`src/rtl/post_merge_buf.sv`:
```
module post_merge_buf #(
  parameter int DEPTH = 4,
  parameter int AW = 32,
  parameter int DW = 32
) (
  input  logic            clk,
  input  logic            rst_n,
  input  logic [3:0]      cmd,
  input  logic [AW-1:0]   host_addr,
  input  logic [2*DW-1:0] host_data,
  output logic            full,
  output logic            empty,
  output logic            overflow,
  output logic            drain_valid,
  input  logic            drain_ready,
  output logic [AW-1:0]   drain_addr,
  output logic [DW-1:0]   drain_data
);
  localparam int PW = (DEPTH > 1) ? $clog2(DEPTH) : 1;
  localparam int CW = $clog2(DEPTH + 1);
  localparam int NB = DW / 8;

  localparam logic [3:0] C_POST_LO = 4'h1, C_POST_HI = 4'h2, C_POST_CFG = 4'h3,
                         C_POST_SPC = 4'h4;

  logic [AW-1:0] addr_mem [DEPTH];
  logic [DW-1:0] data_mem [DEPTH];
  logic [PW-1:0] wptr, rptr, last;
  logic [CW-1:0] count;

  logic          is_post, push, pop, is_merge, merge_hi;
  logic [1:0]    merge_n;
  logic [AW-1:0] new_addr;
  logic [DW-1:0] new_data, merge_src, merged;

  assign full        = (count == CW'(DEPTH));
  assign empty       = (count == '0);
  assign drain_valid = !empty;
  assign drain_addr  = addr_mem[rptr];
  assign drain_data  = data_mem[rptr];
  assign last        = (wptr == '0) ? PW'(DEPTH - 1) : wptr - 1'b1;

  assign is_post  = (cmd >= C_POST_LO) && (cmd <= C_POST_SPC);
  assign push     = is_post && !full;
  assign pop      = drain_valid && drain_ready;
  assign is_merge = (cmd >= 4'h5) && (cmd <= 4'hA);
  assign merge_hi = (cmd >= 4'h8);

  always_comb begin
    new_addr = host_addr;
    new_data = host_data[DW-1:0];
    case (cmd)
      C_POST_LO:  new_addr[2] = 1'b0;
      C_POST_HI:  begin new_addr[2] = 1'b1; new_data = host_data[2*DW-1:DW]; end
      C_POST_CFG: new_data = host_data[2*DW-1:DW];
      C_POST_SPC: new_data = DW'(host_addr);
      default:    ;
    endcase
  end

  always_comb begin
    case (cmd)
      4'h5, 4'h8: merge_n = 2'd3;
      4'h6, 4'h9: merge_n = 2'd2;
      default:    merge_n = 2'd1;
    endcase
    merge_src = merge_hi ? host_data[2*DW-1:DW] : host_data[DW-1:0];
    merged    = data_mem[last];
    for (int b = 0; b < NB; b++)
      if (b >= NB - int'(merge_n)) merged[8*b +: 8] = merge_src[8*b +: 8];
  end

  always_ff @(posedge clk) begin
    if (push) begin
      addr_mem[wptr] <= new_addr;
      data_mem[wptr] <= new_data;
    end else if (is_merge && !empty) begin
      data_mem[last] <= merged;
    end
  end

  always_ff @(posedge clk) begin
    if (!rst_n) begin
      wptr     <= '0;
      rptr     <= '0;
      count    <= '0;
      overflow <= 1'b0;
    end else begin
      overflow <= is_post && full;
      if (push) wptr <= (wptr == PW'(DEPTH - 1)) ? '0 : wptr + 1'b1;
      if (pop)  rptr <= (rptr == PW'(DEPTH - 1)) ? '0 : rptr + 1'b1;
      count <= count + CW'(push) - CW'(pop);
    end
  end
endmodule


```
`config.mk`:
```
export PLATFORM = sky130hd
export DESIGN_NAME = post_merge_buf
export DESIGN_NICKNAME = d
export VERILOG_FILES = /design/src/rtl/post_merge_buf.sv
export SDC_FILE = /design/constraint.sdc
export NUM_CORES = 1
export LEC_CHECK = 0
export CAP_MARGIN = 20
export CORE_MARGIN = 10
export CORE_UTILIZATION = 35
export CTS_BUF_LIST = sky130_fd_sc_hd__clkbuf_16
export DETAILED_ROUTE_END_ITERATION = 8
export DONT_BUFFER_PORTS = 1
export GPL_TIMING_DRIVEN = 0
export HOLD_SLACK_MARGIN = 0.12
export PLACE_DENSITY_LB_ADDON = 0.08
export SLEW_MARGIN = 20
export SYNTH_ARGS = -nofsm -noshare
export SYNTH_HDL_FRONTEND = slang
export SYNTH_SLANG_ARGS = --single-unit
```
`constraint.sdc`:
```
create_clock -name clk -period 5.9 [get_ports clk]
set_input_delay 0.885 -clock clk [delete_from_list [all_inputs] [get_ports clk]]
set_output_delay 0.885 -clock clk [all_outputs]
set_load 0.1 [all_outputs]
```
==> results.tsv <==
stage	metric	value	unit
floorplan	dieArea	39700	um2
sta	fin_crit	3.69	ns
worst_hold_path	hp-class	in -> reg	
clock_tree	cts_buffers	29	
clock_tree	ctsResizeCount	0	
route	via_per_inst	5.62	
finish	final_cell_mix	edfxtp_1, mux4_2, a21oi_1	
worst_setup_path	cp.required	5.02	ns
route	wl	29900	um
synth	synthesis.area	11200	um2
power	p_leak	0.00408	uW
route	detail-route-antenna-nets	0	
floorplan	rows	65	
clock_tree	cts_tree	done	
run_status	status	completed	
synth	ys.flop_type	edfxtp_1	
clock_tree	htree_levels	1	
synth	synth_edf_count	256	
synth	ys_types	45	
sta	fmax	271	MHz
synth	syn_area_per_cell	18.8	um2
sta	finalMaxSlewViolations	0	
placed_design	dpl.hpwl	22100	um
floorplan	die_w	199	um
clock_tree	cts_max_path_buffers	3	
sta	grt_setup_unrepaired	false	
clock_tree	clock-sinks	266	
route	dr.pass1.iters	4	
sta	post-route-period-util	62.6	%
finish	antenna_cells	0	
worst_setup_path	cp-end-kind	primary output	
sta	hold_viol_final	0	
sta	tightestPinTransition	1.01	ns
floorplan	io_pins	171	
clock_tree	postCtsSetupBuffers	0	
finish	drive_gt1_share	23.7	%
power	powerDensity	491	nW/um2
synth	netlist_instances	597	
global_route	grtUsageTotal	15.1	%
floorplan	die_h	199	um
sta	setup_tns	0	ns
worst_setup_path	cp-start-kind	flip-flop	
worst_setup_path	critPathKind	reg -> out	
route	drc	0	
sta	fin_skew	0.0167	ns
synth	yosysSeqAreaShare	70.2	%
finish	final_cell_area	12800	um2
global_route	antenna_found_initial	2	
clock_tree	clkTransAtPathRegs	0.07	ns
global_route	grt_max_degree	18	
sta	timing.hold.ws	0.427	ns
finish	layout_commonest_cell	edfxtp_1	
power	ir_drop	280	uV
clock_tree	root_buffer	clkbuf_16	
synth	syn-num-nets	708	
finish	nets	751	
sta	setup_violations	0	
worst_setup_path	worstPathMaxFanout	10	
worst_hold_path	min_from	host_addr[12]	
finish	fillers	2870	
global_route	grt_pass1_wl	43800	um
route	via_count	5961	
job	drv_cap	0	
floorplan	core	31600	um2
worst_setup_path	r2r-start	count[1]	
finish	syn2layout_area_growth	13.9	%
floorplan	start_util	35.5	%
placed_design	dpl_worst_slack	2.21	ns
route	drtIter0Drc	430	
synth	synth-seq-cells	266	
placed_design	place_congestion	0.851	
placed_design	io_buffers	0	
worst_setup_path	crit_arrival	2.81	ns
clock_tree	cts_hold_buf	0	
synth	synthArstFlopShare	0	%
synth	yosysWarnings	0	
route	wl_per_cell	28.2	um
global_route	grt_pass1_vias	6265	
placed_design	placed_area	11900	um2
global_route	gr-total-overflow	0	
clock_tree	clk_latency	0.55	ns
sta	relSlewSlack	32.5	%
sta	setup_ws	2.21	ns
## flip-flops by register name, summed over array words and instances (netlist names), named ones only
signal and count:
wptr 2, addr_mem 128, overflow 1, data_mem 128, rptr 2, count 3
## per-layer routing
metal	part of all wire, %	track usage, %	vias to the layer above
li1	-	-	2610
met1	38	17.6	3095
met2	47	24.5	205
met3	13	7.32	47
met4	2.4	4.13	4
met5	0.090	0	-
## path summary, 6_finish.rpt
check / end / slack, ns / cells after the start
worst max-delay path: drain_addr[12] / 2.21 / 3
worst min-delay path: addr_mem[1][12] / 0.43 / 0
worst min register to register: rptr[1] / 0.52 / 2
worst max register to register: data_mem[3][8] / 2.90 / 6
## report_power, final
group | internal (uW) | leakage (uW) | total, uW | switching, uW
combinational | 446 | 0.00123 | 2320 | 1870
sequential | 2300 | 0.00241 | 2340 | 43.8
clock | 922 | 0.000436 | 1620 | 695
## critical path, cell delays in order, from the launching register on
cell and delay, ns:
dfxtp_1 0.30, clkbuf_1 0.58, clkbuf_1 0.64, mux4_2 0.73
## layout make-up
type	instances	area, um2	area share [%]
Multi-Input combinational cell	282	3140	24.5
Tap cell	402	503	3.93
Sequential cell	266	7890	61.6
Buffer	42	200	1.56
Timing Repair Buffer	12	204	1.59
Inverter	7	26.3	0.205
Clock buffer	29	726	5.67
Clock inverter	20	115	0.899
## Yosys cell counts (all sizes together), types with 3 or more instances
library cell | number | area (um2)
xnor2 | 3 | 26.3
o211ai | 4 | 30.0
mux4 | 64 | 1440
and2 | 7 | 43.8
o21ai | 6 | 30.0
a21oi | 44 | 220
a221oi | 32 | 280
ha | 7 | 87.6
buf | 32 | 161
inv | 6 | 22.5
nand2 | 7 | 26.3
nor3 | 3 | 15.0
nand3 | 5 | 25.0
edfxtp | 256 | 7690
dfxtp | 10 | 200
mux2i | 33 | 330
nor2 | 11 | 41.3
a22o | 32 | 280
clkbuf | 10 | 37.5
## cells by family after synthesis
logic type               count (synthesis)  synth area share (%)
buffers and inverters                   49                  2.00
multiplexers                            97                  15.8
XOR/XNOR                                 4                 0.312
AO/OA/AOI/OAI                          128                  8.31
AND/OR/NAND/NOR                         45                  2.45
flip-flops                             266                  70.2
adder cells (fa/ha/maj)                  8                 0.958
## stage by stage
stage	total power (uW)	std cells	util, %
CTS	6350	1053	40.2
finish	6280	1060	40.5
global route	6540	1060	40.5
global placement	4650	999	37.1
floorplan	4340	597	-
detailed placement	4710	1004	37.6
Power figures use the tool's default switching activity.
